## config.mk

```make
export PLATFORM = sky130hd
export DESIGN_NAME = msq_sequencer
export DESIGN_NICKNAME = d
export VERILOG_FILES = /design/src/rtl/msq_pkg.sv /design/src/rtl/msq_sync.sv /design/src/rtl/msq_step_filter.sv /design/src/rtl/msq_position.sv /design/src/rtl/msq_drive.sv /design/src/rtl/msq_sequencer.sv
export SDC_FILE = /design/constraint.sdc
export NUM_CORES = 1
export LEC_CHECK = 0
export ABC_CLOCK_PERIOD_IN_PS = 4900
export CORE_ASPECT_RATIO = 0.6
export CORE_UTILIZATION = 45
export CTS_BUF_LIST = sky130_fd_sc_hd__clkbuf_4 sky130_fd_sc_hd__clkbuf_8
export CTS_CLUSTER_SIZE = 40
export DETAILED_ROUTE_END_ITERATION = 10
export DONT_BUFFER_PORTS = 1
export PLACE_DENSITY = 0.65
export SETUP_SLACK_MARGIN = 0.3
export SYNTH_ARGS = -nofsm -noshare
export SYNTH_HDL_FRONTEND = slang
export SYNTH_SLANG_ARGS = --single-unit
```

## constraint.sdc

```tcl
create_clock -name clk -period 4.9 [get_ports clk]
set_input_delay 0.49 -clock clk [delete_from_list [all_inputs] [get_ports clk]]
set_output_delay 0.49 -clock clk [all_outputs]
set_load 0.01 [all_outputs]
```

## src/rtl/msq_pkg.sv

```systemverilog
package msq_pkg;

    localparam int POS_W    = 6;
    localparam int LVL_W    = 7;
    localparam int QTR_LEN  = 2 ** (POS_W - 2);
    localparam int MODE_W   = 3;
    localparam int MON_W    = 2;
    localparam int IDX_W    = POS_W - 1;

    typedef logic [POS_W-1:0] pos_t;
    typedef logic [LVL_W-1:0] lvl_t;
    typedef logic [IDX_W-1:0] idx_t;

    localparam lvl_t LVL_FULL = lvl_t'(100);

    typedef enum logic [2:0] {
        EXC_FULL2,
        EXC_HALF,
        EXC_QUARTER,
        EXC_EIGHTH,
        EXC_SIXTEENTH
    } exc_e;

    typedef struct packed {
        logic a;
        logic a_n;
        logic b;
        logic b_n;
    } phase_t;

    typedef struct packed {
        phase_t           ph;
        lvl_t             lvl_a;
        lvl_t             lvl_b;
        logic [MON_W-1:0] mon;
    } drive_t;

    typedef struct packed {
        logic              fwd;
        logic [MODE_W-1:0] mode;
        logic              home;
        logic              clr_n;
        logic              en_n;
    } ctrl_t;

    localparam ctrl_t CTRL_IDLE = '{fwd: 1'b0, mode: '0, home: 1'b0,
                                    clr_n: 1'b1, en_n: 1'b1};

    function automatic exc_e decode_mode(input logic [MODE_W-1:0] m);
        exc_e e;
        case (m)
            3'b000:  e = EXC_HALF;
            3'b010:  e = EXC_EIGHTH;
            3'b100:  e = EXC_QUARTER;
            3'b110:  e = EXC_SIXTEENTH;
            3'b001:  e = EXC_FULL2;
            3'b011:  e = EXC_QUARTER;
            3'b101:  e = EXC_HALF;
            default: e = EXC_EIGHTH;
        endcase
        return e;
    endfunction

    function automatic pos_t stride_of(input exc_e e);
        pos_t s;
        case (e)
            EXC_FULL2:   s = pos_t'(QTR_LEN);
            EXC_HALF:    s = pos_t'(QTR_LEN / 2);
            EXC_QUARTER: s = pos_t'(QTR_LEN / 4);
            EXC_EIGHTH:  s = pos_t'(QTR_LEN / 8);
            default:     s = pos_t'(1);
        endcase
        return s;
    endfunction

    function automatic lvl_t eighth_level(input logic [3:0] e);
        lvl_t v;
        case (e)
            4'd0:    v = lvl_t'(100);
            4'd1:    v = lvl_t'(100);
            4'd2:    v = lvl_t'(92);
            4'd3:    v = lvl_t'(83);
            4'd4:    v = lvl_t'(71);
            4'd5:    v = lvl_t'(55);
            4'd6:    v = lvl_t'(40);
            4'd7:    v = lvl_t'(20);
            default: v = lvl_t'(0);
        endcase
        return v;
    endfunction

    function automatic lvl_t fine_level(input idx_t k);
        logic [LVL_W:0] sum;
        logic [3:0]     lo;
        lo = k[IDX_W-1:1];
        sum = {1'b0, eighth_level(lo)} + {1'b0, eighth_level(lo + 4'd1)};
        if (!k[0]) return eighth_level(lo);
        return lvl_t'(sum >> 1);
    endfunction

endpackage

```

## src/rtl/msq_sync.sv

```systemverilog
module msq_sync #(
    parameter int                WIDTH   = 1,
    parameter int                STAGES  = 2,
    parameter logic [WIDTH-1:0]  RST_VAL = '0
) (
    input  logic             clk,
    input  logic             rst,
    input  logic [WIDTH-1:0] d,
    output logic [WIDTH-1:0] q
);

    logic [WIDTH-1:0] stg [STAGES];

    always_ff @(posedge clk) begin
        if (rst) begin
            for (int i = 0; i < STAGES; i++) stg[i] <= RST_VAL;
        end else begin
            stg[0] <= d;
            for (int i = 1; i < STAGES; i++) stg[i] <= stg[i-1];
        end
    end

    assign q = stg[STAGES-1];

endmodule

```

## src/rtl/msq_step_filter.sv

```systemverilog
module msq_step_filter #(
    parameter int SYNC_STAGES = 2,
    parameter int TAPS        = 3
) (
    input  logic clk,
    input  logic rst,
    input  logic step_in,
    output logic rise,
    output logic fall
);

    localparam int CNT_W = $clog2(TAPS + 1);

    logic synced;
    logic vote;
    logic level_q;

    msq_sync #(.WIDTH(1), .STAGES(SYNC_STAGES), .RST_VAL(1'b1)) u_sync (
        .clk (clk),
        .rst (rst),
        .d   (step_in),
        .q   (synced)
    );

    if (TAPS == 1) begin : g_direct
        assign vote = synced;
    end else begin : g_vote
        logic [TAPS-1:0]  win;
        logic [CNT_W-1:0] cnt;

        always_ff @(posedge clk) begin
            if (rst) win <= '1;
            else     win <= {win[TAPS-2:0], synced};
        end

        always_comb begin
            cnt = '0;
            for (int i = 0; i < TAPS; i++) cnt = cnt + CNT_W'(win[i]);
        end

        assign vote = (cnt > CNT_W'(TAPS / 2));
    end

    always_ff @(posedge clk) begin
        if (rst) level_q <= 1'b1;
        else     level_q <= vote;
    end

    assign rise = vote & ~level_q;
    assign fall = ~vote & level_q;

endmodule

```

## src/rtl/msq_position.sv

```systemverilog
module msq_position
    import msq_pkg::*;
(
    input  logic clk,
    input  logic rst,
    input  logic step,
    input  logic fwd,
    input  pos_t stride,
    input  logic origin,
    output pos_t pos
);

    pos_t pos_q;

    always_ff @(posedge clk) begin
        if (rst)            pos_q <= '0;
        else if (origin)    pos_q <= '0;
        else if (step) begin
            if (fwd) pos_q <= pos_q + stride;
            else     pos_q <= pos_q - stride;
        end
    end

    assign pos = pos_q;

endmodule

```

## src/rtl/msq_drive.sv

```systemverilog
module msq_drive
    import msq_pkg::*;
(
    input  logic   clk,
    input  logic   rst,
    input  pos_t   pos,
    input  exc_e   exc,
    input  logic   en,
    output drive_t drv
);

    logic [MON_W-1:0]   qtr;
    logic [POS_W-3:0]   sub;
    idx_t               idx_a;
    idx_t               idx_b;
    lvl_t               mag_a;
    lvl_t               mag_b;
    logic               a_pos;
    logic               b_pos;
    drive_t             nxt;
    drive_t             drv_q;

    always_comb begin
        qtr   = pos[POS_W-1:POS_W-2];
        sub   = pos[POS_W-3:0];
        idx_a = qtr[0] ? (idx_t'(QTR_LEN) - idx_t'(sub)) : idx_t'(sub);
        idx_b = idx_t'(QTR_LEN) - idx_a;

        if (exc == EXC_FULL2) begin
            mag_a = LVL_FULL;
            mag_b = LVL_FULL;
        end else begin
            mag_a = fine_level(idx_a);
            mag_b = fine_level(idx_b);
        end

        a_pos = (qtr == 2'd0) || (qtr == 2'd3);
        b_pos = ~qtr[1];

        nxt.mon      = qtr;
        nxt.ph.a     = en && (mag_a != '0) &&  a_pos;
        nxt.ph.a_n   = en && (mag_a != '0) && !a_pos;
        nxt.ph.b     = en && (mag_b != '0) &&  b_pos;
        nxt.ph.b_n   = en && (mag_b != '0) && !b_pos;
        nxt.lvl_a    = en ? mag_a : '0;
        nxt.lvl_b    = en ? mag_b : '0;
    end

    always_ff @(posedge clk) begin
        if (rst) drv_q <= '0;
        else     drv_q <= nxt;
    end

    assign drv = drv_q;

endmodule

```

## src/rtl/msq_sequencer.sv

```systemverilog
module msq_sequencer
    import msq_pkg::*;
#(
    parameter int SYNC_STAGES = 2,
    parameter int FILT_TAPS   = 3
) (
    input  logic              clk,
    input  logic              rst,
    input  logic              step_clk,
    input  logic              dir_fwd,
    input  logic [MODE_W-1:0] mode_sel,
    input  logic              home,
    input  logic              clr_n,
    input  logic              en_n,
    output logic              ph_a,
    output logic              ph_a_n,
    output logic              ph_b,
    output logic              ph_b_n,
    output logic [LVL_W-1:0]  ratio_a,
    output logic [LVL_W-1:0]  ratio_b,
    output logic [MON_W-1:0]  mon
);

    ctrl_t  ctrl_raw;
    ctrl_t  ctrl_s;
    logic   step_rise;
    logic   step_fall;
    logic   both_edges;
    logic   step_fire;
    logic   origin;
    exc_e   exc;
    pos_t   stride;
    pos_t   pos;
    drive_t drv;

    assign ctrl_raw = '{fwd: dir_fwd, mode: mode_sel, home: home,
                        clr_n: clr_n, en_n: en_n};

    msq_sync #(.WIDTH($bits(ctrl_t)), .STAGES(SYNC_STAGES), .RST_VAL(CTRL_IDLE)) u_ctrl_sync (
        .clk (clk),
        .rst (rst),
        .d   (ctrl_raw),
        .q   (ctrl_s)
    );

    msq_step_filter #(.SYNC_STAGES(SYNC_STAGES), .TAPS(FILT_TAPS)) u_filter (
        .clk     (clk),
        .rst     (rst),
        .step_in (step_clk),
        .rise    (step_rise),
        .fall    (step_fall)
    );

    assign exc        = decode_mode(ctrl_s.mode);
    assign stride     = stride_of(exc);
    assign both_edges = ~ctrl_s.mode[0];
    assign step_fire  = step_rise | (step_fall & both_edges);
    assign origin     = ctrl_s.home | ~ctrl_s.clr_n;

    msq_position u_pos (
        .clk    (clk),
        .rst    (rst),
        .step   (step_fire),
        .fwd    (ctrl_s.fwd),
        .stride (stride),
        .origin (origin),
        .pos    (pos)
    );

    msq_drive u_drive (
        .clk (clk),
        .rst (rst),
        .pos (pos),
        .exc (exc),
        .en  (~ctrl_s.en_n),
        .drv (drv)
    );

    assign ph_a    = drv.ph.a;
    assign ph_a_n  = drv.ph.a_n;
    assign ph_b    = drv.ph.b;
    assign ph_b_n  = drv.ph.b_n;
    assign ratio_a = drv.lvl_a;
    assign ratio_b = drv.lvl_b;
    assign mon     = drv.mon;

endmodule

```

==> flow_summary.html, run 1 <==
<table>
<tr><th>Metric</th><th>Value</th></tr>
<tr><th colspan="2">Yosys</th></tr>
<tr><td>Syn Inst Count</td><td>about 370</td></tr>
<tr><td>Async set or reset register ratio after synthesis</td><td>0%</td></tr>
<tr><td>Post-synth top flop</td><td>sky130_fd_sc_hd__dfxtp_1</td></tr>
<tr><td>Top cell type's share of synthesized area</td><td>29.0%</td></tr>
<tr><td>Net count after synthesis</td><td>415</td></tr>
<tr><td>Yosys reg bits</td><td>46</td></tr>
<tr><td>Fraction of synthesized cell area in xor and xnor cells</td><td>roughly 5.8%</td></tr>
<tr><td>Avg Synthesized Cell Area</td><td>approximately 8.6 um2</td></tr>
<tr><td>Cell type with the largest total area after synthesis</td><td>sky130_fd_sc_hd__dfxtp_1</td></tr>
<tr><td>Synth Cell Area</td><td>around 3200 um2</td></tr>
<tr><td>Largest family of logic cells by synthesized area</td><td>simple AND/OR/NAND/NOR gates</td></tr>
<tr><td>Count of synthesis-stage warnings from yosys</td><td>0</td></tr>
<tr><td>Synth area leaders</td><td>sky130_fd_sc_hd__dfxtp_1 29%, sky130_fd_sc_hd__ha_1 14%, sky130_fd_sc_hd__nor2_1 5.3%</td></tr>
<tr><td>Number of distinct library cells after synthesis</td><td>62</td></tr>
<tr><td>Number of synthesized flops with an enable pin</td><td>0</td></tr>
<tr><td>Synthesized-area fraction occupied by ao, oa, aoi and oai cells</td><td>18.0%</td></tr>
<tr><td>Fraction of synthesized area in multiplexers</td><td>under 10%</td></tr>
<tr><td>Synth Area in Adders</td><td>between 10% and 20%</td></tr>
<tr><td>Sequential fraction of the synthesis area</td><td>29.0%</td></tr>
<tr><td>Simple-gate share of the synthesized area</td><td>between 20% and 30%</td></tr>
<tr><th colspan="2">Floorplanning</th></tr>
<tr><td>Cell Rows</td><td>23</td></tr>
<tr><td>Initial Utilization</td><td>between 40% and 50%</td></tr>
<tr><td>Die ar.</td><td>7400 um2</td></tr>
<tr><td>DIE WIDTH</td><td>approximately 110 um</td></tr>
<tr><td>Top-level port count</td><td>30</td></tr>
<tr><td>Vertical extent of the die</td><td>67.0 um</td></tr>
<tr><td>Placeable core area</td><td>a little under 7000 um2</td></tr>
<tr><th colspan="2">STA</th></tr>
<tr><td>Highest attainable clock frequency</td><td>0.228 GHz</td></tr>
<tr><td>RSZ-0062 raised after global routing</td><td>no</td></tr>
<tr><td>Fin. max-slew vios</td><td>0</td></tr>
<tr><td>Clock tree skew after final layout</td><td>0.0158 ns</td></tr>
<tr><td>Headroom to the max-slew limit</td><td>~47%</td></tr>
<tr><td>Final setup violation count</td><td>0</td></tr>
<tr><td>Transition time at the pin with the least slew margin</td><td>roughly 0.79 ns</td></tr>
<tr><td>Setup Total Neg Slack</td><td>0 ns</td></tr>
<tr><td>Final period utilization</td><td>around 90%</td></tr>
<tr><td>Final worst path period need</td><td>4.39 ns</td></tr>
<tr><td>Number of hold violations in the final report</td><td>0</td></tr>
<tr><th colspan="2">Global route</th></tr>
<tr><td>Maximum number of pins on one net before global-route repair</td><td>29</td></tr>
<tr><td>Number of antenna violations at the first check in global routing</td><td>0</td></tr>
<tr><td>GRT Resource Usage Total</td><td>between 10% and 20%</td></tr>
<tr><td>Overall overflow remaining after global route</td><td>0</td></tr>
<tr><td>First-pass GRT wire length</td><td>about 11 mm</td></tr>
<tr><td>Via count of the first global-routing pass</td><td>2225</td></tr>
<tr><th colspan="2">Route</th></tr>
<tr><td>Total Wirelength</td><td>between 6 and 7 mm</td></tr>
<tr><td>Pre-Repair DR Iteration Count</td><td>4</td></tr>
<tr><td>Number of vias per cell</td><td>~5.4</td></tr>
<tr><td>Total via count in the routed design</td><td>~2500</td></tr>
<tr><td># DRC</td><td>0</td></tr>
<tr><td>Routed len/inst</td><td>~14 um</td></tr>
<tr><td>Final antenna-violating net count</td><td>0</td></tr>
<tr><td>Initial DRC count</td><td>122</td></tr>
<tr><th colspan="2">Outcome</th></tr>
<tr><td>Outcome</td><td>completed</td></tr>
<tr><th colspan="2">Hold path</th></tr>
<tr><td>HP Class</td><td>input pin to flip-flop</td></tr>
<tr><th colspan="2">CTS</th></tr>
<tr><td>Later-pin clock latency in the skew report</td><td>approximately 0.31 ns</td></tr>
<tr><td>Clock tree from TritonCTS</td><td>built</td></tr>
<tr><td>Deepest level of the CTS H-tree</td><td>2</td></tr>
<tr><td>Root cell of the clock tree</td><td>sky130_fd_sc_hd__clkbuf_8</td></tr>
<tr><td>Clock-pin slew reported for the worst setup and hold paths after clock tree synthesis</td><td>around 0.1 ns</td></tr>
<tr><td>Clock tree buffer depth</td><td>2</td></tr>
<tr><td>Post-CTS Hold Buffers</td><td>0</td></tr>
<tr><td>Number of CTS-inserted buffers</td><td>5</td></tr>
<tr><td>Count of clock tree sinks</td><td>between 40 and 50</td></tr>
<tr><th colspan="2">Pwr</th></tr>
<tr><td>Worst voltage drop across the vdd grid</td><td>204 uV</td></tr>
<tr><td>Total leakage power</td><td>between 1 and 1.5 nW</td></tr>
<tr><td>Switching power of the nets</td><td>roughly 260 uW</td></tr>
<tr><td>Fraction of power spent switching nets</td><td>between 30% and 40%</td></tr>
<tr><td>Internal power component</td><td>575 uW</td></tr>
<tr><td>PwrDens</td><td>~240 nW/um2</td></tr>
<tr><td>Share of total power in sequential cells</td><td>between 40% and 50%</td></tr>
<tr><td>Clock group share of total power</td><td>28.2%</td></tr>
<tr><td>Gate power share</td><td>24.4%</td></tr>
<tr><th colspan="2">Critical path</th></tr>
<tr><td>Setup crit end kind</td><td>flip-flop</td></tr>
<tr><td>Family with the most delay on the worst path</td><td>compound AO/OA/AOI/OAI gates</td></tr>
<tr><td>Critical Path RT</td><td>between 5 and 6 ns</td></tr>
<tr><td>Critical path data arrival time</td><td>4.58 ns</td></tr>
<tr><td>Cell-by-cell trace of the critical path</td><td>inv_2, ha_4, nand2b_4, xor2_2, ha_2, o211a_1, o21ai_2, a21o_1, and2_4, inv_8, xnor2_4, mux2_4, nor2b_1, ha_2, or2_2, a21oi_2, o21ai_2, o41ai_4, o311ai_2, nor4b_2, a21oi_1</td></tr>
<tr><td>WP buf/inv</td><td>2</td></tr>
<tr><td>Largest stage delay on the critical path</td><td>around 0.40 ns</td></tr>
<tr><td>Worst Setup Start Kind</td><td>flip-flop</td></tr>
<tr><td>Worst Path Class, Setup</td><td>flip-flop to flip-flop</td></tr>
<tr><td>Slowest CP cell</td><td>sky130_fd_sc_hd__dfxtp_4</td></tr>
<tr><td>Largest fanout on the critical path</td><td>8</td></tr>
<tr><th colspan="2">Layout</th></tr>
<tr><td>Final std cell area, no fill</td><td>3510 um2</td></tr>
<tr><td>Most used cells in the layout excluding fill and tap cells</td><td>45 x sky130_fd_sc_hd__nor2_1, 45 x sky130_fd_sc_hd__dfxtp_1, 32 x sky130_fd_sc_hd__ha_1</td></tr>
<tr><td>Fraction of layout cells with a size suffix above 1</td><td>roughly 20%</td></tr>
<tr><td>Net count, final</td><td>between 400 and 500</td></tr>
<tr><td>Area added between synthesis and finish</td><td>10.6%</td></tr>
<tr><td>Number of antenna repair diodes</td><td>0</td></tr>
<tr><td>Post-layout utilization of the core</td><td>a little over half</td></tr>
<tr><th colspan="2">Placement</th></tr>
<tr><td>Post-place instance area</td><td>3280 um2</td></tr>
<tr><td>Quantity of I/O buffers inserted on ports</td><td>0</td></tr>
<tr><td>Final HPWL DP</td><td>about 5.0 mm</td></tr>
<tr><td>Final RePlAce weighted congestion</td><td>between 0.9 and 1</td></tr>
<tr><th colspan="2">Job</th></tr>
<tr><td>Reported max-cap violation count</td><td>0</td></tr>
</table>
## cells by family after synthesis
family,Yosys count
AOI/OAI and AO/OA,83
xor gates and xnor gates,17
adders and majority gates,38
buffers and inverters,37
DFF,46
muxes,9
and+or+nand+nor,137
## path summary, 6_finish.rpt
| kind | start | end | slack (ns) | cells after the start |
|---|---|---|---|---|
| setup / recovery | u_pos.pos[1] | u_drive.drv[16] | 0.51 | 21 |
| hold / removal | rst | u_ctrl_sync.stg[0][13] | 0.24 | 1 |
| setup reg to reg | u_pos.pos[1] | u_drive.drv[16] | 0.51 | 21 |
| hold reg to reg | u_filter.u_sync.stg[0] | u_filter.u_sync.stg[1] | 0.41 | 1 |
## metal layers
layer | track usage [%] | routed length, um | share of wire, %
met5 | 0 | 0 | 0
met4 | 2.83 | 12 | 0.18
met3 | 4.73 | 418 | 6.3
met2 | 28.0 | 2860 | 43
met1 | 26.1 | 3400 | 51
## through the flow
step | hold slack, ns | setup WS [ns] | cells | power (mW)
finish | 0.244 | 0.511 | 463 | 0.830
floorplan | 0.389 | 0.346 | 367 | 0.553
global placement | 0.392 | 0.356 | 450 | 0.583
global route | 0.224 | 0.284 | 463 | 0.873
CTS | 0.228 | 0.352 | 458 | 0.824
detailed placement | 0.393 | 0.264 | 450 | 0.586
## what timing repair did
item,in CTS,in global routing
setup buffers,0,5
resized for setup,2,17
endpoints found under the setup margin,2,2
pin swaps,0,11
gates cloned,0,0
## sequential cells by signal (all words and copies together), names as in the netlist
name                 count
u_drive.drv             20
u_ctrl_sync.stg         14
u_filter.g_vote.win      3
u_pos.pos                6
u_filter.level_q         1
u_filter.u_sync.stg      2
## power groups by stage
stage	registers [mW]	logic [mW]	clock network, mW
2_1_floorplan	0.399	0.154	0
3_3_place_gp	0.402	0.181	0
3_5_place_dp	0.402	0.184	0
4_1_cts	0.393	0.186	0.244
5_1_grt	0.395	0.224	0.254
6_report	0.393	0.203	0.234
## area by class of cell
class	count	area [um2]
Clock inverter	3	18.8
Tap cell	87	109
Fill cell	650	3230
Multi-Input combinational cell	284	2180
Timing Repair Buffer	14	105
Sequential cell	46	925
Clock buffer	5	68.8
Inverter	24	97.6
## Yosys cell counts, types with 2 or more instances
cell type and number:
sky130_fd_sc_hd__buf_6 4, sky130_fd_sc_hd__xnor2_1 10, sky130_fd_sc_hd__inv_1 20, sky130_fd_sc_hd__nor2_1 45
sky130_fd_sc_hd__o21ai_0 7, sky130_fd_sc_hd__nand2b_1 8, sky130_fd_sc_hd__a21o_1 6, sky130_fd_sc_hd__a211oi_1 9
sky130_fd_sc_hd__nand2_1 17, sky130_fd_sc_hd__o21ai_1 2, sky130_fd_sc_hd__o21bai_1 3, sky130_fd_sc_hd__o31ai_1 2
sky130_fd_sc_hd__or3b_2 2, sky130_fd_sc_hd__and4_1 3, sky130_fd_sc_hd__nor3_1 7, sky130_fd_sc_hd__mux2_4 2
sky130_fd_sc_hd__ha_1 36, sky130_fd_sc_hd__xor2_1 4, sky130_fd_sc_hd__nor2b_1 19, sky130_fd_sc_hd__o211ai_1 3
sky130_fd_sc_hd__inv_2 3, sky130_fd_sc_hd__clkbuf_1 6, sky130_fd_sc_hd__nand3_1 5, sky130_fd_sc_hd__nand3b_1 3
sky130_fd_sc_hd__a31oi_1 3, sky130_fd_sc_hd__o21a_1 2, sky130_fd_sc_hd__a21oi_1 31, sky130_fd_sc_hd__dfxtp_1 46
sky130_fd_sc_hd__mux2i_1 6, sky130_fd_sc_hd__or2_2 13, sky130_fd_sc_hd__fa_1 2, sky130_fd_sc_hd__and2_1 8
No activity file was read; power rests on OpenSTA's default activity.
==> inputs of run 2 (changes only) <==
- CELL_PAD_IN_SITES_DETAIL_PLACEMENT: unset -> 1
- CELL_PAD_IN_SITES_GLOBAL_PLACEMENT: unset -> 1
- PLACE_DENSITY: 0.65 -> unset
- PLACE_DENSITY_LB_ADDON: unset -> 0.15
==> run 2 against run 1 <==
Compared with the run above:
- die area unchanged
- sequential power about the same
- sequential share of layout area up 0.22 points
- first-iteration DRC count up 38%
- combinational power about the same
- final area down 0.68%
- sequential cell count unchanged
- hold slack worse by 0.019 ns
- count of clock-buffer cells in the layout unchanged
- global-route usage up 4.4 points
- critical endpoint is now u_drive.drv[17]
- highest routed layer unchanged
==> flow_summary.html, run 2 (same netlist as run 1, synthesis figures left out) <==
<table>
<tr><th>Metric</th><th>Value</th></tr>
<tr><th colspan="2">CTS</th></tr>
<tr><td>Root cell of the clock tree</td><td>sky130_fd_sc_hd__clkbuf_8 (unchanged)</td></tr>
<tr><td>Count of clock tree sinks</td><td>46 (unchanged)</td></tr>
<tr><td>Later-pin clock latency in the skew report</td><td>0.32 ns (was 0.31 ns)</td></tr>
<tr><td>Clock tree buffer depth</td><td>2 (unchanged)</td></tr>
<tr><td>Post-CTS Hold Buffers</td><td>0 (unchanged)</td></tr>
<tr><td>Deepest level of the CTS H-tree</td><td>2 (unchanged)</td></tr>
<tr><td>Number of CTS-inserted buffers</td><td>5 (unchanged)</td></tr>
<tr><td>Clock-pin slew reported for the worst setup and hold paths after clock tree synthesis</td><td>0.10 ns (about the same)</td></tr>
<tr><td>Clock tree from TritonCTS</td><td>built (unchanged)</td></tr>
<tr><th colspan="2">Layout</th></tr>
<tr><td>Area added between synthesis and finish</td><td>9.82% (was 10.6%)</td></tr>
<tr><td>Most used cells in the layout excluding fill and tap cells</td><td>45 x sky130_fd_sc_hd__nor2_1, 44 x sky130_fd_sc_hd__dfxtp_1, 32 x sky130_fd_sc_hd__ha_1 (was 45 x sky130_fd_sc_hd__nor2_1, 45 x sky130_fd_sc_hd__dfxtp_1, 32 x sky130_fd_sc_hd__ha_1)</td></tr>
<tr><td>Net count, final</td><td>422 (was 423)</td></tr>
<tr><td>Final std cell area, no fill</td><td>3480 um2 (was 3510 um2)</td></tr>
<tr><td>Fraction of layout cells with a size suffix above 1</td><td>19.2% (was 19.9%)</td></tr>
<tr><td>Flip-flop count of the largest register, all copies and words added</td><td>20 (unchanged)</td></tr>
<tr><td>Number of antenna repair diodes</td><td>0 (unchanged)</td></tr>
<tr><td>Commonest non-fill, non-tap cell in the layout</td><td>sky130_fd_sc_hd__nor2_1</td></tr>
<tr><td>Non-filler cells in the finished layout</td><td>462 (was 463)</td></tr>
<tr><th colspan="2">STA</th></tr>
<tr><td>Highest attainable clock frequency</td><td>0.223 GHz (was 0.228 GHz)</td></tr>
<tr><td>Final setup violation count</td><td>0 (unchanged)</td></tr>
<tr><td>Number of hold violations in the final report</td><td>0 (unchanged)</td></tr>
<tr><td>Crit path setup slack, layout</td><td>0.423 ns (was 0.511 ns)</td></tr>
<tr><td>Final worst path period need</td><td>4.48 ns (was 4.39 ns)</td></tr>
<tr><td>Setup Total Neg Slack</td><td>0 ns (unchanged)</td></tr>
<tr><td>RSZ-0062 raised after global routing</td><td>no (unchanged)</td></tr>
<tr><td>Fin. max-slew vios</td><td>0 (unchanged)</td></tr>
<tr><td>Clock tree skew after final layout</td><td>0.00727 ns (was 0.0158 ns)</td></tr>
<tr><td>Final period utilization</td><td>91.4% (was 89.6%)</td></tr>
<tr><td>Transition time at the pin with the least slew margin</td><td>0.790 ns (was 0.793 ns)</td></tr>
<tr><td>Headroom to the max-slew limit</td><td>47.0% (was 46.8%)</td></tr>
<tr><th colspan="2">Hold path</th></tr>
<tr><td>Cell count of the worst hold path</td><td>1 (unchanged)</td></tr>
<tr><td>WHS Endpoint</td><td>u_ctrl_sync.stg[0][10] (was u_ctrl_sync.stg[0][13])</td></tr>
<tr><td>HP Class</td><td>input pin to flip-flop (unchanged)</td></tr>
<tr><td>Startpoint of the lowest-slack hold path</td><td>rst (unchanged)</td></tr>
<tr><th colspan="2">Pwr</th></tr>
<tr><td>PwrDens</td><td>247 nW/um2 (was 236 nW/um2)</td></tr>
<tr><td>Worst voltage drop across the vdd grid</td><td>146 uV (was 204 uV)</td></tr>
<tr><td>Gate power share</td><td>24.0% (was 24.4%)</td></tr>
<tr><td>Fraction of power spent switching nets</td><td>32.7% (was 30.7%)</td></tr>
<tr><td>Share of total power in sequential cells</td><td>45.6% (was 47.4%)</td></tr>
<tr><td>Switching power of the nets</td><td>281 uW (was 255 uW)</td></tr>
<tr><td>Total leakage power</td><td>1.41 nW (was 1.43 nW)</td></tr>
<tr><td>Internal power component</td><td>580 uW (was 575 uW)</td></tr>
<tr><td>Clock group share of total power</td><td>30.4% (was 28.2%)</td></tr>
<tr><th colspan="2">Placement</th></tr>
<tr><td>Final RePlAce weighted congestion</td><td>0.870 (was 0.943)</td></tr>
<tr><td>Post-place instance area</td><td>3290 um2 (was 3280 um2)</td></tr>
<tr><td>Final HPWL DP</td><td>6.29 mm (was 5.02 mm)</td></tr>
<tr><td>Pre-CTS setup slack</td><td>0.107 ns (was 0.264 ns)</td></tr>
<tr><td>Number of instances in the placed design</td><td>451 (was 450)</td></tr>
<tr><td>Quantity of I/O buffers inserted on ports</td><td>0 (unchanged)</td></tr>
<tr><th colspan="2">Floorplanning</th></tr>
<tr><td>Initial Utilization</td><td>47.1% (unchanged)</td></tr>
<tr><td>Vertical extent of the die</td><td>67.0 um (unchanged)</td></tr>
<tr><td>Top-level port count</td><td>30 (unchanged)</td></tr>
<tr><td>DIE WIDTH</td><td>110 um (unchanged)</td></tr>
<tr><td>Die ar.</td><td>7400 um2 (unchanged)</td></tr>
<tr><td>Placeable core area</td><td>6730 um2 (unchanged)</td></tr>
<tr><td>Cell Rows</td><td>23 (unchanged)</td></tr>
<tr><th colspan="2">Global route</th></tr>
<tr><td>Maximum number of pins on one net before global-route repair</td><td>29 (unchanged)</td></tr>
<tr><td>Number of antenna violations at the first check in global routing</td><td>0 (unchanged)</td></tr>
<tr><td>Overall overflow remaining after global route</td><td>0 (unchanged)</td></tr>
<tr><td>First-pass GRT wire length</td><td>12.8 mm (was 10.6 mm)</td></tr>
<tr><td>Via count of the first global-routing pass</td><td>2439 (was 2225)</td></tr>
<tr><td>GRT Resource Usage Total</td><td>22.7% (was 18.3%)</td></tr>
<tr><th colspan="2">Route</th></tr>
<tr><td>Total Wirelength</td><td>8.01 mm (was 6.68 mm)</td></tr>
<tr><td>Top routing layer used</td><td>met4 (unchanged)</td></tr>
<tr><td>Total via count in the routed design</td><td>2513 (was 2503)</td></tr>
<tr><td>Number of vias per cell</td><td>5.44 (was 5.41)</td></tr>
<tr><td>Routed len/inst</td><td>17.3 um (was 14.4 um)</td></tr>
<tr><td>Final antenna-violating net count</td><td>0 (unchanged)</td></tr>
<tr><td>Wire length on met1</td><td>4.36 mm (was 3.40 mm)</td></tr>
<tr><td>Initial DRC count</td><td>168 (was 122)</td></tr>
<tr><td>Length of routed met2 wiring</td><td>3.30 mm (was 2.86 mm)</td></tr>
<tr><td>Pre-Repair DR Iteration Count</td><td>4 (unchanged)</td></tr>
<tr><td>Wire length on met3</td><td>281 um (was 418 um)</td></tr>
<tr><td># DRC</td><td>0 (unchanged)</td></tr>
<tr><th colspan="2">Critical path</th></tr>
<tr><td>Capturing point of the worst reg2reg path</td><td>u_drive.drv[17] (was u_drive.drv[16])</td></tr>
<tr><td>Worst Path Class, Setup</td><td>flip-flop to flip-flop (unchanged)</td></tr>
<tr><td>Source of the worst register-to-register timing path</td><td>u_pos.pos[0] (was u_pos.pos[1])</td></tr>
<tr><td>Worst Setup Start Kind</td><td>flip-flop (unchanged)</td></tr>
<tr><td>Largest fanout on the critical path</td><td>8 (unchanged)</td></tr>
<tr><td>Cell count of the worst reg-to-reg path</td><td>21 (unchanged)</td></tr>
<tr><td>Cell-by-cell trace of the critical path</td><td>inv_2, ha_4, nand2b_1, xor2_2, ha_2, o211a_1, o21ai_2, a21o_1, and2_4, inv_6, xnor2_4, mux2_4, nor2b_1, ha_2, a21o_1, and4_1, o21ba_2, o41ai_4, o311ai_2, nor4b_2, a211oi_1 (was inv_2, ha_4, nand2b_4, xor2_2, ha_2, o211a_1, o21ai_2, a21o_1, and2_4, inv_8, xnor2_4, mux2_4, nor2b_1, ha_2, or2_2, a21oi_2, o21ai_2, o41ai_4, o311ai_2, nor4b_2, a21oi_1)</td></tr>
<tr><td>WP buf/inv</td><td>2 (unchanged)</td></tr>
<tr><td>Critical Path RT</td><td>5.10 ns (was 5.09 ns)</td></tr>
<tr><td>Largest stage delay on the critical path</td><td>0.36 ns (was 0.40 ns)</td></tr>
<tr><td>Slowest CP cell</td><td>sky130_fd_sc_hd__dfxtp_1 (was sky130_fd_sc_hd__dfxtp_4)</td></tr>
<tr><td>Family with the most delay on the worst path</td><td>compound AO/OA/AOI/OAI gates (unchanged)</td></tr>
<tr><td>Critical path data arrival time</td><td>4.68 ns (was 4.58 ns)</td></tr>
<tr><td>R2r setup slk</td><td>0.42 ns (was 0.51 ns)</td></tr>
<tr><td>Setup crit end kind</td><td>flip-flop (unchanged)</td></tr>
<tr><th colspan="2">Outcome</th></tr>
<tr><td>Outcome</td><td>completed (unchanged)</td></tr>
<tr><th colspan="2">Job</th></tr>
<tr><td>Reported max-cap violation count</td><td>0 (unchanged)</td></tr>
</table>
run 2: repair_timing:
action / 4_1_cts / 5_1_grt
resized for setup: 6 / 11
pin swaps: 4 / 7
buffers inserted: 2 / 1
setup endpoints to repair: 2 / 2
run 2: final cells by class:
type	instances	area, um2
inverters	24	95.1
flip-flops and latches	46	926
multi-input cells	284	2160
clock inverters	3	28.8
fillers	802	3250
well taps	87	109
repair buffers	13	97.6
clock buffers	5	68.8
run 2: per-stage QoR:
step / power, mW / utilization (%) / hold WS, ns
2_1_floorplan: 0.553 / - / 0.389
3_3_place_gp: 0.588 / 48.8 / 0.391
3_5_place_dp: 0.593 / 48.8 / 0.395
4_1_cts: 0.861 / 50.9 / 0.214
5_1_grt: 0.907 / 51.7 / 0.204
6_report: 0.861 / 51.7 / 0.225
run 2: how the worst max path moves through the flow:
stage                             from         endpoint  slack (ns)  cells after the start
after floorplan           u_pos.pos[0]  u_drive.drv[17]        0.35                     23
after global placement    u_pos.pos[1]  u_drive.drv[17]        0.34                     20
after detailed placement  u_pos.pos[1]  u_drive.drv[17]        0.11                     21
after CTS                 u_pos.pos[0]  u_drive.drv[17]        0.34                     21
after global routing      u_pos.pos[0]  u_drive.drv[17]        0.20                     20
final                     u_pos.pos[0]  u_drive.drv[17]        0.42                     21
run 2: power by group through the flow:
stage	registers [mW]	logic [mW]	clock network (mW)
detailed placement	0.402	0.192	0
global placement	0.401	0.186	0
floorplan	0.399	0.154	0
global route	0.394	0.228	0.285
CTS	0.393	0.199	0.270
finish	0.393	0.206	0.262
run 2: metal layers:
layer,track usage (%),vias to the layer above
li1,-,1268
met1,33.2,1208
met2,33.8,29
met3,4.09,8
met4,6.17,0
met5,0,-
==> inputs of run 3 (changes only) <==
--- a/config.mk
+++ b/config.mk
@@ -8,2 +8,3 @@
 export ABC_CLOCK_PERIOD_IN_PS = 4900
+export BUFFER_PORTS_ARGS = -buffer_cell sky130_fd_sc_hd__buf_2
 export CELL_PAD_IN_SITES_DETAIL_PLACEMENT = 1
@@ -11,3 +12,4 @@
 export CORE_ASPECT_RATIO = 0.6
-export CORE_UTILIZATION = 45
+export CORE_MARGIN = 1
+export CORE_UTILIZATION = 42
 export CTS_BUF_LIST = sky130_fd_sc_hd__clkbuf_4 sky130_fd_sc_hd__clkbuf_8
@@ -15,3 +17,2 @@
 export DETAILED_ROUTE_END_ITERATION = 10
-export DONT_BUFFER_PORTS = 1
 export PLACE_DENSITY_LB_ADDON = 0.15
--- a/constraint.sdc
+++ b/constraint.sdc
@@ -3,2 +3,2 @@
 set_output_delay 0.49 -clock clk [all_outputs]
-set_load 0.01 [all_outputs]
+set_load 0.005 [all_outputs]
==> run 3 against run 2 <==
Compared with the run above:
- global-route usage down 0.86 points
- clock power down 6%
- fmax rose by 2.2%
- largest cell class unchanged
- critical path type unchanged
- combinational power up 6%
- hold slack improved by 0.13 ns
- sequential share of layout area shrank 1.3 points
==> flow_summary.html, run 3 (same netlist as run 1, synthesis figures left out) <==
<table>
<tr><th>Metric</th><th>Value</th></tr>
<tr><th colspan="2">Outcome</th></tr>
<tr><td>Outcome</td><td>completed (unchanged)</td></tr>
<tr><th colspan="2">Floorplanning</th></tr>
<tr><td>Vertical extent of the die</td><td>69.3 um (was 67.0 um)</td></tr>
<tr><td>DIE WIDTH</td><td>114 um (was 110 um)</td></tr>
<tr><td>Die ar.</td><td>7920 um2 (was 7400 um2)</td></tr>
<tr><td>Cell Rows</td><td>24 (was 23)</td></tr>
<tr><td>Top-level port count</td><td>30 (unchanged)</td></tr>
<tr><td>Placeable core area</td><td>7300 um2 (was 6730 um2)</td></tr>
<tr><td>Initial Utilization</td><td>43.5% (was 47.1%)</td></tr>
<tr><th colspan="2">Route</th></tr>
<tr><td># DRC</td><td>0 (unchanged)</td></tr>
<tr><td>Total Wirelength</td><td>8.06 mm (was 8.01 mm)</td></tr>
<tr><td>Pre-Repair DR Iteration Count</td><td>4 (unchanged)</td></tr>
<tr><td>Total via count in the routed design</td><td>2655 (was 2513)</td></tr>
<tr><td>Initial DRC count</td><td>119 (was 168)</td></tr>
<tr><td>Final antenna-violating net count</td><td>0 (unchanged)</td></tr>
<tr><td>Routed len/inst</td><td>15.8 um (was 17.3 um)</td></tr>
<tr><td>Number of vias per cell</td><td>5.20 (was 5.44)</td></tr>
<tr><th colspan="2">Layout</th></tr>
<tr><td>Flip-flop count of the largest register, all copies and words added</td><td>20 (unchanged)</td></tr>
<tr><td>Final std cell area, no fill</td><td>3650 um2 (was 3480 um2)</td></tr>
<tr><td>Number of antenna repair diodes</td><td>0 (unchanged)</td></tr>
<tr><td>Net count, final</td><td>454 (was 422)</td></tr>
<tr><td>Post-layout utilization of the core</td><td>50.1% (was 51.7%)</td></tr>
<tr><td>Number of fill cells</td><td>905 (was 802)</td></tr>
<tr><td>Fraction of layout cells with a size suffix above 1</td><td>25.6% (was 19.2%)</td></tr>
<tr><td>Most used cells in the layout excluding fill and tap cells</td><td>45 x sky130_fd_sc_hd__nor2_1, 45 x sky130_fd_sc_hd__dfxtp_1, 32 x sky130_fd_sc_hd__ha_1 (was 45 x sky130_fd_sc_hd__nor2_1, 44 x sky130_fd_sc_hd__dfxtp_1, 32 x sky130_fd_sc_hd__ha_1)</td></tr>
<tr><td>Area added between synthesis and finish</td><td>15.1% (was 9.82%)</td></tr>
<tr><th colspan="2">CTS</th></tr>
<tr><td>Number of CTS-inserted buffers</td><td>5 (unchanged)</td></tr>
<tr><td>Deepest level of the CTS H-tree</td><td>2 (unchanged)</td></tr>
<tr><td>Root cell of the clock tree</td><td>sky130_fd_sc_hd__clkbuf_8 (unchanged)</td></tr>
<tr><td>Clock tree from TritonCTS</td><td>built (unchanged)</td></tr>
<tr><td>Later-pin clock latency in the skew report</td><td>0.31 ns (was 0.32 ns)</td></tr>
<tr><td>Count of clock tree sinks</td><td>46 (unchanged)</td></tr>
<tr><td>Clock-pin slew reported for the worst setup and hold paths after clock tree synthesis</td><td>0.10 ns (about the same)</td></tr>
<tr><td>Post-CTS Hold Buffers</td><td>0 (unchanged)</td></tr>
<tr><td>Clock tree buffer depth</td><td>2 (unchanged)</td></tr>
<tr><th colspan="2">STA</th></tr>
<tr><td>Final setup violation count</td><td>0 (unchanged)</td></tr>
<tr><td>Number of hold violations in the final report</td><td>0 (unchanged)</td></tr>
<tr><td>Final worst path period need</td><td>4.38 ns (was 4.48 ns)</td></tr>
<tr><td>Transition time at the pin with the least slew margin</td><td>0.757 ns (was 0.790 ns)</td></tr>
<tr><td>Clock tree skew after final layout</td><td>0.00888 ns (was 0.00727 ns)</td></tr>
<tr><td>Setup Total Neg Slack</td><td>0 ns (unchanged)</td></tr>
<tr><td>Highest attainable clock frequency</td><td>0.228 GHz (was 0.223 GHz)</td></tr>
<tr><td>Final period utilization</td><td>89.4% (was 91.4%)</td></tr>
<tr><td>Fin. max-slew vios</td><td>0 (unchanged)</td></tr>
<tr><td>RSZ-0062 raised after global routing</td><td>no (unchanged)</td></tr>
<tr><td>Headroom to the max-slew limit</td><td>49.2% (was 47.0%)</td></tr>
<tr><th colspan="2">Critical path</th></tr>
<tr><td>Crit path depth</td><td>22 (was 21)</td></tr>
<tr><td>Cell-by-cell trace of the critical path</td><td>inv_2, ha_4, nand2b_1, xor2_2, ha_2, o211a_1, o21ai_2, a21o_1, and2_4, inv_6, ha_4, nor2b_2, a211oi_2, ha_1, buf_4, or2_2, a21oi_2, o21ai_1, o41ai_2, o311ai_1, nor4b_2, a211oi_2 (was inv_2, ha_4, nand2b_1, xor2_2, ha_2, o211a_1, o21ai_2, a21o_1, and2_4, inv_6, xnor2_4, mux2_4, nor2b_1, ha_2, a21o_1, and4_1, o21ba_2, o41ai_4, o311ai_2, nor4b_2, a211oi_1)</td></tr>
<tr><td>Critical path data arrival time</td><td>4.57 ns (was 4.68 ns)</td></tr>
<tr><td>Family with the most delay on the worst path</td><td>compound AO/OA/AOI/OAI gates (unchanged)</td></tr>
<tr><td>Setup crit end kind</td><td>flip-flop (unchanged)</td></tr>
<tr><td>Worst Path Class, Setup</td><td>flip-flop to flip-flop (unchanged)</td></tr>
<tr><td>Slowest CP cell</td><td>sky130_fd_sc_hd__dfxtp_4 (was sky130_fd_sc_hd__dfxtp_1)</td></tr>
<tr><td>Worst Setup Start Kind</td><td>flip-flop (unchanged)</td></tr>
<tr><td>Largest fanout on the critical path</td><td>8 (unchanged)</td></tr>
<tr><td>WP buf/inv</td><td>3 (was 2)</td></tr>
<tr><td>Cell count of the worst reg-to-reg path</td><td>22 (was 21)</td></tr>
<tr><td>Largest stage delay on the critical path</td><td>0.37 ns (was 0.36 ns)</td></tr>
<tr><td>Critical Path RT</td><td>5.09 ns (was 5.10 ns)</td></tr>
<tr><th colspan="2">Hold path</th></tr>
<tr><td>HP Class</td><td>input pin to flip-flop (unchanged)</td></tr>
<tr><td>Cell count of the worst hold path</td><td>2 (was 1)</td></tr>
<tr><th colspan="2">Global route</th></tr>
<tr><td>Maximum number of pins on one net before global-route repair</td><td>29 (unchanged)</td></tr>
<tr><td>Via count of the first global-routing pass</td><td>2673 (was 2439)</td></tr>
<tr><td>First-pass GRT wire length</td><td>13.5 mm (was 12.8 mm)</td></tr>
<tr><td>Number of antenna violations at the first check in global routing</td><td>0 (unchanged)</td></tr>
<tr><td>Overall overflow remaining after global route</td><td>0 (unchanged)</td></tr>
<tr><td>GRT Resource Usage Total</td><td>21.8% (was 22.7%)</td></tr>
<tr><th colspan="2">Pwr</th></tr>
<tr><td>PwrDens</td><td>235 nW/um2 (was 247 nW/um2)</td></tr>
<tr><td>Total leakage power</td><td>1.56 nW (was 1.41 nW)</td></tr>
<tr><td>Worst voltage drop across the vdd grid</td><td>163 uV (was 146 uV)</td></tr>
<tr><th colspan="2">Placement</th></tr>
<tr><td>Final RePlAce weighted congestion</td><td>0.819 (was 0.870)</td></tr>
<tr><td>Quantity of I/O buffers inserted on ports</td><td>29 (was 0)</td></tr>
<tr><td>Post-place instance area</td><td>3440 um2 (was 3290 um2)</td></tr>
<tr><td>Final HPWL DP</td><td>6.27 mm (was 6.29 mm)</td></tr>
<tr><th colspan="2">Job</th></tr>
<tr><td>Reported max-cap violation count</td><td>0 (unchanged)</td></tr>
</table>
run 3: timing repair:
action,CTS,global route
hold endpoints to repair,0,0
resized for setup,4,10
pin swaps,5,8
endpoints found under the setup margin,2,3
buffers inserted,4,4
run 3: per-stage QoR:
stage / total power, mW / hold WS [ns] / setup slack [ns] / instances
floorplan: 0.552 / 0.389 / 0.346 / 367
global placement: 0.590 / 0.391 / 0.268 / 495
detailed placement: 0.596 / 0.397 / 0.0982 / 495
CTS: 0.852 / 0.349 / 0.313 / 507
global route: 0.911 / 0.342 / 0.283 / 511
finish: 0.857 / 0.354 / 0.517 / 511
run 3: path summary, 6_finish.rpt:
path,from,endpoint,slack [ns]
max,u_pos.pos[1],u_drive.drv[17],0.52
min reg2reg,u_filter.u_sync.stg[1],u_filter.g_vote.win[0],0.42
min,step_clk,u_filter.u_sync.stg[0],0.35
max reg2reg,u_pos.pos[1],u_drive.drv[17],0.52
run 3: where the power goes:
part           total [mW]  switching (mW)  internal [mW]
Combinational       0.219           0.121         0.0988
Sequential          0.392         0.00791          0.384
Clock               0.246           0.144          0.102
run 3: worst reg2reg max path, stage by stage (launching register included):
cell and delay, ns:
sky130_fd_sc_hd__dfxtp_4 0.37, sky130_fd_sc_hd__inv_2 0.06, sky130_fd_sc_hd__ha_4 0.17, sky130_fd_sc_hd__nand2b_1 0.17
sky130_fd_sc_hd__xor2_2 0.19, sky130_fd_sc_hd__ha_2 0.24, sky130_fd_sc_hd__o211a_1 0.12, sky130_fd_sc_hd__o21ai_2 0.13
sky130_fd_sc_hd__a21o_1 0.16, sky130_fd_sc_hd__and2_4 0.17, sky130_fd_sc_hd__inv_6 0.05, sky130_fd_sc_hd__ha_4 0.27
sky130_fd_sc_hd__nor2b_2 0.04, sky130_fd_sc_hd__a211oi_2 0.19, sky130_fd_sc_hd__ha_1 0.31, sky130_fd_sc_hd__buf_4 0.15
sky130_fd_sc_hd__or2_2 0.27, sky130_fd_sc_hd__a21oi_2 0.13, sky130_fd_sc_hd__o21ai_1 0.09, sky130_fd_sc_hd__o41ai_2 0.35
sky130_fd_sc_hd__o311ai_1 0.17, sky130_fd_sc_hd__nor4b_2 0.35, sky130_fd_sc_hd__a211oi_2 0.12
run 3: per-layer routing:
layer	wire length, um	global-route usage (%)	share of wire, %
met1	4150	32.5	51
met2	3410	33.3	42
met3	473	4.55	5.9
met4	35	2.16	0.43
met5	0	0	0
run 3: final cells by class:
cell class	instances	area, um2	share of cell area, %
Multi-Input combinational cell	284	2150	58.7
Sequential cell	46	925	25.3
Timing Repair Buffer	45	265	7.26
Tap cell	104	130	3.56
Clock inverter	3	23.8	0.651
Inverter	24	95.1	2.60
Clock buffer	5	68.8	1.88
